<file path="config.mk">
export PLATFORM = sky130hd
export DESIGN_NAME = tri_mode_timer
export DESIGN_NICKNAME = d
export VERILOG_FILES = /design/src/rtl/tmr_pkg.sv /design/src/rtl/tmr_edge.sv /design/src/rtl/tmr_regif.sv /design/src/rtl/tmr_core.sv /design/src/rtl/tri_mode_timer.sv
export SDC_FILE = /design/constraint.sdc
export NUM_CORES = 1
export LEC_CHECK = 0
export BUFFER_PORTS_ARGS = -buffer_cell sky130_fd_sc_hd__buf_2
export CORE_MARGIN = 4
export CORE_UTILIZATION = 55
export CTS_BUF_LIST = sky130_fd_sc_hd__clkbuf_2 sky130_fd_sc_hd__clkbuf_4 sky130_fd_sc_hd__clkbuf_8
export DETAILED_ROUTE_END_ITERATION = 7
export GPL_TIMING_DRIVEN = 0
export PLACE_DENSITY_LB_ADDON = 0.12
export RECOVER_POWER = 50
export SLEW_MARGIN = 40
export SYNTH_ARGS = -nofsm -noshare
export SYNTH_HDL_FRONTEND = slang
export SYNTH_SLANG_ARGS = --single-unit
</file>
<file path="constraint.sdc">
create_clock -name clk -period 3.25 [get_ports clk]
set_input_delay 0.325 -clock clk [delete_from_list [all_inputs] [get_ports clk]]
set_output_delay 0.325 -clock clk [all_outputs]
set_load 0.01 [all_outputs]
</file>
<file path="src/rtl/tmr_pkg.sv">
package tmr_pkg;

    localparam int ADDR_W = 3;

    typedef enum logic [1:0] {
        MODE_PWM = 2'b00,
        MODE_EVT = 2'b01,
        MODE_CAP = 2'b10,
        MODE_OFF = 2'b11
    } tmr_mode_e;

    typedef struct packed {
        logic      en_b;
        logic      en_a;
        logic      edge_fall;
        logic      run;
        tmr_mode_e mode;
    } tmr_ctrl_t;

    localparam int CTRL_W = $bits(tmr_ctrl_t);

    localparam logic [ADDR_W-1:0] ADR_CNT_LO = 3'd0;
    localparam logic [ADDR_W-1:0] ADR_CNT_HI = 3'd1;
    localparam logic [ADDR_W-1:0] ADR_RA_LO  = 3'd2;
    localparam logic [ADDR_W-1:0] ADR_RA_HI  = 3'd3;
    localparam logic [ADDR_W-1:0] ADR_RB_LO  = 3'd4;
    localparam logic [ADDR_W-1:0] ADR_RB_HI  = 3'd5;
    localparam logic [ADDR_W-1:0] ADR_CTRL   = 3'd6;
    localparam logic [ADDR_W-1:0] ADR_FLAGS  = 3'd7;

    // hardware requests from the counter core toward the register file
    typedef struct packed {
        logic set_pa;
        logic set_pb;
        logic cap_a;
        logic cap_b;
    } tmr_evt_t;

    function automatic logic hit(input logic en, input logic [ADDR_W-1:0] a,
                                 input logic [ADDR_W-1:0] target);
        return en && (a == target);
    endfunction

endpackage

</file>
<file path="src/rtl/tmr_edge.sv">
module tmr_edge (
    input  logic clk,
    input  logic rst,
    input  logic pin,
    input  logic fall_sel,
    output logic edge_o
);
    logic pin_q;

    always_ff @(posedge clk) begin
        if (rst) pin_q <= 1'b0;
        else     pin_q <= pin;
    end

    always_comb begin
        if (fall_sel) edge_o = !pin && pin_q;
        else          edge_o = pin && !pin_q;
    end
endmodule

</file>
<file path="src/rtl/tmr_regif.sv">
module tmr_regif
    import tmr_pkg::*;
#(
    parameter int CNT_W = 16,
    parameter int BUS_W = 8
) (
    input  logic              clk,
    input  logic              rst,
    input  logic              wr_en,
    input  logic              rd_en,
    input  logic [ADDR_W-1:0] addr,
    input  logic [BUS_W-1:0]  wdata,
    output logic [BUS_W-1:0]  rdata,
    input  logic [CNT_W-1:0]  cnt,
    input  tmr_evt_t          evt,
    output tmr_ctrl_t         ctrl_q,
    output logic [CNT_W-1:0]  ra_q,
    output logic [CNT_W-1:0]  rb_q,
    output logic              pend_a,
    output logic              pend_b,
    output logic              cnt_wr_lo,
    output logic              cnt_wr_hi
);
    localparam int HI_W = CNT_W - BUS_W;

    logic [HI_W-1:0] hi_lat;
    logic            flag_wr;

    assign cnt_wr_lo = hit(wr_en, addr, ADR_CNT_LO);
    assign cnt_wr_hi = hit(wr_en, addr, ADR_CNT_HI);
    assign flag_wr   = hit(wr_en, addr, ADR_FLAGS);

    always_ff @(posedge clk) begin
        if (rst) begin
            ra_q   <= '0;
            rb_q   <= '0;
            ctrl_q <= '0;
            pend_a <= 1'b0;
            pend_b <= 1'b0;
            hi_lat <= '0;
        end else begin
            // capture has priority over a software byte write
            if (evt.cap_a)                         ra_q <= cnt;
            else if (hit(wr_en, addr, ADR_RA_LO))  ra_q[BUS_W-1:0] <= wdata;
            else if (hit(wr_en, addr, ADR_RA_HI))  ra_q[CNT_W-1:BUS_W] <= wdata[HI_W-1:0];

            if (evt.cap_b)                         rb_q <= cnt;
            else if (hit(wr_en, addr, ADR_RB_LO))  rb_q[BUS_W-1:0] <= wdata;
            else if (hit(wr_en, addr, ADR_RB_HI))  rb_q[CNT_W-1:BUS_W] <= wdata[HI_W-1:0];

            if (hit(wr_en, addr, ADR_CTRL))
                ctrl_q <= tmr_ctrl_t'(wdata[CTRL_W-1:0]);

            // write-zero-to-clear; a hardware set in the same cycle wins
            pend_a <= evt.set_pa || (pend_a && !(flag_wr && !wdata[0]));
            pend_b <= evt.set_pb || (pend_b && !(flag_wr && !wdata[1]));

            if (hit(rd_en, addr, ADR_CNT_LO))
                hi_lat <= cnt[CNT_W-1:BUS_W];
        end
    end

    always_comb begin
        rdata = '0;
        unique case (addr)
            ADR_CNT_LO: rdata = cnt[BUS_W-1:0];
            ADR_CNT_HI: rdata[HI_W-1:0] = hi_lat;
            ADR_RA_LO:  rdata = ra_q[BUS_W-1:0];
            ADR_RA_HI:  rdata[HI_W-1:0] = ra_q[CNT_W-1:BUS_W];
            ADR_RB_LO:  rdata = rb_q[BUS_W-1:0];
            ADR_RB_HI:  rdata[HI_W-1:0] = rb_q[CNT_W-1:BUS_W];
            ADR_CTRL:   rdata[CTRL_W-1:0] = ctrl_q;
            ADR_FLAGS:  rdata[1:0] = {pend_b, pend_a};
            default:    rdata = '0;
        endcase
    end
endmodule

</file>
<file path="src/rtl/tmr_core.sv">
module tmr_core
    import tmr_pkg::*;
#(
    parameter int CNT_W = 16,
    parameter int BUS_W = 8
) (
    input  logic             clk,
    input  logic             rst,
    input  tmr_ctrl_t        ctrl,
    input  logic             tick,
    input  logic             edge_a,
    input  logic             rise_b,
    input  logic [CNT_W-1:0] ra,
    input  logic [CNT_W-1:0] rb,
    input  logic             cnt_wr_lo,
    input  logic             cnt_wr_hi,
    input  logic [BUS_W-1:0] wbyte,
    output logic [CNT_W-1:0] cnt_q,
    output logic             pwm_q,
    output tmr_evt_t         evt
);
    localparam int HI_W = CNT_W - BUS_W;

    logic phase_q;
    logic dec, cnt_wr, uflow;
    logic [CNT_W-1:0] reload;

    assign cnt_wr = cnt_wr_lo || cnt_wr_hi;

    always_comb begin
        unique case (ctrl.mode)
            MODE_PWM: dec = ctrl.run && tick;
            MODE_EVT: dec = ctrl.run && edge_a;
            MODE_CAP: dec = ctrl.run && tick;
            default:  dec = 1'b0;
        endcase
    end

    // a software counter write suppresses the decrement and any underflow action
    assign uflow  = dec && !cnt_wr && (cnt_q == '0) && (ctrl.mode != MODE_CAP);
    assign reload = (ctrl.mode == MODE_PWM && !phase_q) ? rb : ra;

    always_comb begin
        evt = '0;
        unique case (ctrl.mode)
            MODE_PWM: begin
                evt.set_pa = uflow && !phase_q;
                evt.set_pb = uflow &&  phase_q;
            end
            MODE_EVT: begin
                evt.set_pa = uflow;
                evt.set_pb = rise_b && ctrl.en_b;
            end
            MODE_CAP: begin
                evt.cap_a  = ctrl.run && edge_a;
                evt.cap_b  = ctrl.run && rise_b;
                evt.set_pa = evt.cap_a;
                evt.set_pb = evt.cap_b;
            end
            default: evt = '0;
        endcase
    end

    always_ff @(posedge clk) begin
        if (rst) begin
            cnt_q   <= '0;
            phase_q <= 1'b0;
            pwm_q   <= 1'b0;
        end else begin
            if (cnt_wr_lo)      cnt_q[BUS_W-1:0] <= wbyte;
            else if (cnt_wr_hi) cnt_q[CNT_W-1:BUS_W] <= wbyte[HI_W-1:0];
            else if (uflow)     cnt_q <= reload;
            else if (dec)       cnt_q <= cnt_q - 1'b1;

            if (uflow && ctrl.mode == MODE_PWM) begin
                phase_q <= !phase_q;
                pwm_q   <= !pwm_q;
            end
        end
    end
endmodule

</file>
<file path="src/rtl/tri_mode_timer.sv">
module tri_mode_timer
    import tmr_pkg::*;
#(
    parameter int CNT_W = 16,
    parameter int BUS_W = 8
) (
    input  logic              clk,
    input  logic              rst,
    input  logic              tick,
    input  logic              wr_en,
    input  logic              rd_en,
    input  logic [ADDR_W-1:0] addr,
    input  logic [BUS_W-1:0]  wdata,
    output logic [BUS_W-1:0]  rdata,
    input  logic              pin_a,
    input  logic              pin_b,
    output logic              pwm_out,
    output logic              irq_a,
    output logic              irq_b
);
    tmr_ctrl_t        ctrl_q;
    tmr_evt_t         evt;
    logic [CNT_W-1:0] cnt_q, ra_q, rb_q;
    logic             pend_a, pend_b, cnt_wr_lo, cnt_wr_hi;
    logic             edge_a, rise_b;

    tmr_edge u_edge_a (
        .clk(clk), .rst(rst), .pin(pin_a), .fall_sel(ctrl_q.edge_fall), .edge_o(edge_a)
    );
    tmr_edge u_edge_b (
        .clk(clk), .rst(rst), .pin(pin_b), .fall_sel(1'b0), .edge_o(rise_b)
    );

    tmr_regif #(.CNT_W(CNT_W), .BUS_W(BUS_W)) u_regif (
        .clk(clk), .rst(rst), .wr_en(wr_en), .rd_en(rd_en), .addr(addr),
        .wdata(wdata), .rdata(rdata), .cnt(cnt_q), .evt(evt), .ctrl_q(ctrl_q),
        .ra_q(ra_q), .rb_q(rb_q), .pend_a(pend_a), .pend_b(pend_b),
        .cnt_wr_lo(cnt_wr_lo), .cnt_wr_hi(cnt_wr_hi)
    );

    tmr_core #(.CNT_W(CNT_W), .BUS_W(BUS_W)) u_core (
        .clk(clk), .rst(rst), .ctrl(ctrl_q), .tick(tick), .edge_a(edge_a),
        .rise_b(rise_b), .ra(ra_q), .rb(rb_q), .cnt_wr_lo(cnt_wr_lo),
        .cnt_wr_hi(cnt_wr_hi), .wbyte(wdata), .cnt_q(cnt_q), .pwm_q(pwm_out),
        .evt(evt)
    );

    assign irq_a = pend_a && ctrl_q.en_a;
    assign irq_b = pend_b && ctrl_q.en_b;
endmodule

</file>
==> impl_metrics.json <==
{
  "final.period_utilization_pct": 90.88,
  "clock_latency_ps": 360,
  "maxCapViolations": 0,
  "path_class": "input pin to primary output",
  "ctsResizeCount": 0,
  "avgSynthCellArea_um2": 7.911,
  "dpl.hpwl_um": 10570,
  "ys.flop_type": "dfxtp_1",
  "cp-start-kind": "input pin",
  "rows": 31,
  "r2r-start": "u_core.cnt_q[8]",
  "rrSetupSlack_ps": 400,
  "hp-start": "pin_b",
  "synth_warnings": 0,
  "via_count": 4377,
  "setup_tns_ps": 0,
  "clk_path_buf_depth": 2,
  "reg2regPathDepth": 7,
  "wirelength_um": 14470,
  "drtAntennaViolNets": 0,
  "via_per_inst": 6.465,
  "hold_buffers": 0,
  "vdd_ir_drop_max_mv": 0.2246,
  "clk_pin_slew_worst_paths_ps": 90,
  "syn_nets": 559,
  "critPathArrivalTime_ps": 2630,
  "grt_max_degree": 13,
  "startpoint": "addr[1]",
  "syn_area_um2": 4264,
  "min_path_cells": 2,
  "ys_seq_elements": 68,
  "synth_edf_count": 0,
  "antenna_cells": 0,
  "timing.fmax_mhz": 338.6,
  "antenna_found_initial": 0,
  "wire_per_inst_um": 21.38,
  "rsz0062_at_grt": "false",
  "die_height_um": 96.05,
  "seq_area_frac_synth_pct": 31.92,
  "cts_sinks": 68,
  "max_slew_margin_pct": 40.57,
  "tightest_slew_ps": 883.3,
  "status": "finished clean",
  "cts_made_buffers": 9,
  "io_buffer_count": 23,
  "dr.pass1.iters": 5,
  "finalNetCount": 593,
  "cts-root-buf": "clkbuf_8",
  "hold_viol_final": 0,
  "fin_ws_ps": 296.5,
  "async_reset_ff_share_pct": 0,
  "first_iter_violations": 541,
  "h-tree-depth": 3,
  "core_um2": 7408,
  "grt_pass1_vias": 4049,
  "die-area_um2": 9226,
  "hold_path_class": "input pin to flip-flop",
  "p_total_w": 0.001895,
  "gp_congestion": 0.9871,
  "slew_violations": 0,
  "cp_max_fo": 10,
  "overflow": 0,
  "cp-end-kind": "primary output",
  "io_pins": 29,
  "grt_pass1_wl_um": 22070,
  "worstPathRequired_ps": 2920,
  "drc": 0,
  "area_growth_syn_to_layout_pct": 10.01,
  "initial_core_util_pct": 57.56,
  "synth_cell_types": 58,
  "clock_skew_ps": 12.09,
  "setup_violations": 0,
  "cts_tree": "done",
  "grtUsageTotal_pct": 32.44,
  "p_leak_nw": 1.818,
  "place_ws_ps": 410.7,
  "fillers": 685,
  "finalCriticalPeriod_ps": 2953,
  "die_w_um": 96.05,
  "p_per_area_nw_per_um2": 404.1,
  "netlist_instances": 539,
  "postCtsSetupBuffers": 0,
  "drive_above_1_share_pct": 11.59
}
-- power breakdown --
| group | internal [W] | switching [W] | leakage, nW | total, W |
|---|---|---|---|---|
| clock | 0.000272 | 0.000355 | 0.0848 | 0.000627 |
| sequential | 0.000853 | 0.0000210 | 0.551 | 0.000874 |
| combinational | 0.000147 | 0.000247 | 1.18 | 0.000394 |
| total | 0.00127 | 0.000622 | 1.82 | 0.00190 |
-- synthesized netlist by cell type (all sizes together), types with 2 or more instances --
master | instances | share of area, %
xnor2 | 8 | 1.6
nand2 | 58 | 5.1
a2111oi | 2 | 0.70
or4 | 3 | 0.53
xor2 | 4 | 0.82
and2 | 3 | 0.44
o22ai | 5 | 0.73
or3 | 2 | 0.41
nand3b | 7 | 1.2
mux2 | 2 | 0.53
a32oi | 2 | 0.41
a31oi | 4 | 0.59
inv | 5 | 0.44
o21a | 2 | 0.35
nand3 | 13 | 1.5
clkbuf | 42 | 3.7
a311oi | 7 | 2.0
nor4 | 4 | 0.94
a22o | 2 | 0.41
a211oi | 16 | 2.8
a221oi | 2 | 0.41
nand2b | 4 | 0.59
o21ai | 16 | 1.9
o31ai | 6 | 1.1
and3 | 4 | 0.59
nand4b | 2 | 0.41
or4b | 2 | 0.56
nor4b | 2 | 0.76
o32ai | 2 | 0.41
nor2 | 80 | 7.0
a21oi | 48 | 5.6
nor3 | 8 | 1.2
a211o | 8 | 1.6
or3b | 3 | 0.62
nor2b | 10 | 1.5
dfxtp | 68 | 32
mux4 | 3 | 1.6
ha | 2 | 0.59
a22oi | 5 | 0.88
buf | 9 | 1.2
mux2i | 48 | 11
nand4 | 9 | 1.3
-- placed cells by master, fill, tap and decap left out, drive strengths merged, types with 4 or more instances in the layout --
cell type	instances
dfxtp	68
a211oi	16
clkbuf	55
o21ai	16
a211o	8
clkinv	5
buf	28
nor4	4
nor2b	10
o22ai	5
nand2b	4
nand4	9
xor2	4
a21oi	48
a22oi	5
and3	4
nor2	80
nand3	13
a311oi	7
nor3	8
xnor2	8
inv	5
nand3b	7
nand2	58
mux2i	48
o31ai	6
a31oi	4
-- routing by layer --
layer | up-vias | track usage (%) | routed length, um
met1 | 2057 | 43.42 | 6143
met2 | 252 | 51.06 | 6587
met3 | 51 | 5.160 | 1221
li1 | 2017 | - | -
met4 | 0 | 14.93 | 520
met5 | - | 0 | 0
-- final cells by class --
cell class / instances / area, um2 / share of cell area (%)
timing repair buffer: 23 / 111.4 / 2.374
multi-input combinational: 415 / 2696 / 57.48
buffer: 51 / 211.5 / 4.508
clock inverter: 7 / 43.79 / 0.9336
clock buffer: 9 / 123.9 / 2.641
sequential: 68 / 1361 / 29.02
tap: 99 / 123.9 / 2.641
inverter: 5 / 18.77 / 0.4001
-- stage by stage --
step / instance area [um2] / util (%) / cells / hold slack [ps]
floorplan: 4264 / - / 539 / 433.1
global placement: 4503 / 60.78 / 661 / 443.1
detailed placement: 4527 / 61.10 / 661 / 451.0
CTS: 4695 / 63.37 / 677 / 207.9
global route: 4691 / 63.32 / 677 / 241.0
finish: 4691 / 63.32 / 677 / 199.2
-- critical path, stage by stage --
cell and delay [ps]:
buf_2 120, clkbuf_1 390, buf_1 640, clkbuf_1 440, o211ai_1 140, o21ai_0 140, a31oi_1 110, o21bai_1 180
buf_2 150
-- path summary, 6_finish.rpt --
check	to
worst max-delay path	rdata[1]
worst min-delay path	u_edge_b.pin_q
worst max register to register	u_core.cnt_q[9]
worst min register to register	u_regif.hi_lat[4]
-- state kept, by name, summed over array words and instances (netlist names) --
| signal | flops |
|---|---|
| u_regif.pend_a | 1 |
| u_regif.rb_q | 16 |
| u_edge_a.pin_q | 1 |
| u_regif.pend_b | 1 |
| u_regif.ctrl_q | 6 |
| u_edge_b.pin_q | 1 |
| u_regif.ra_q | 16 |
| u_core.phase_q | 1 |
| u_core.cnt_q | 16 |
| u_regif.hi_lat | 8 |
| u_core.pwm_q | 1 |
-- logic make-up after synthesis --
logic type | synth area share, %
fa+ha+maj | 0.5868
flops | 31.92
buf+inv | 5.399
xor+xnor | 2.465
compound gates | 21.10
mux | 13.38
simple gates | 25.15
(Power assumes the default switching activity.)
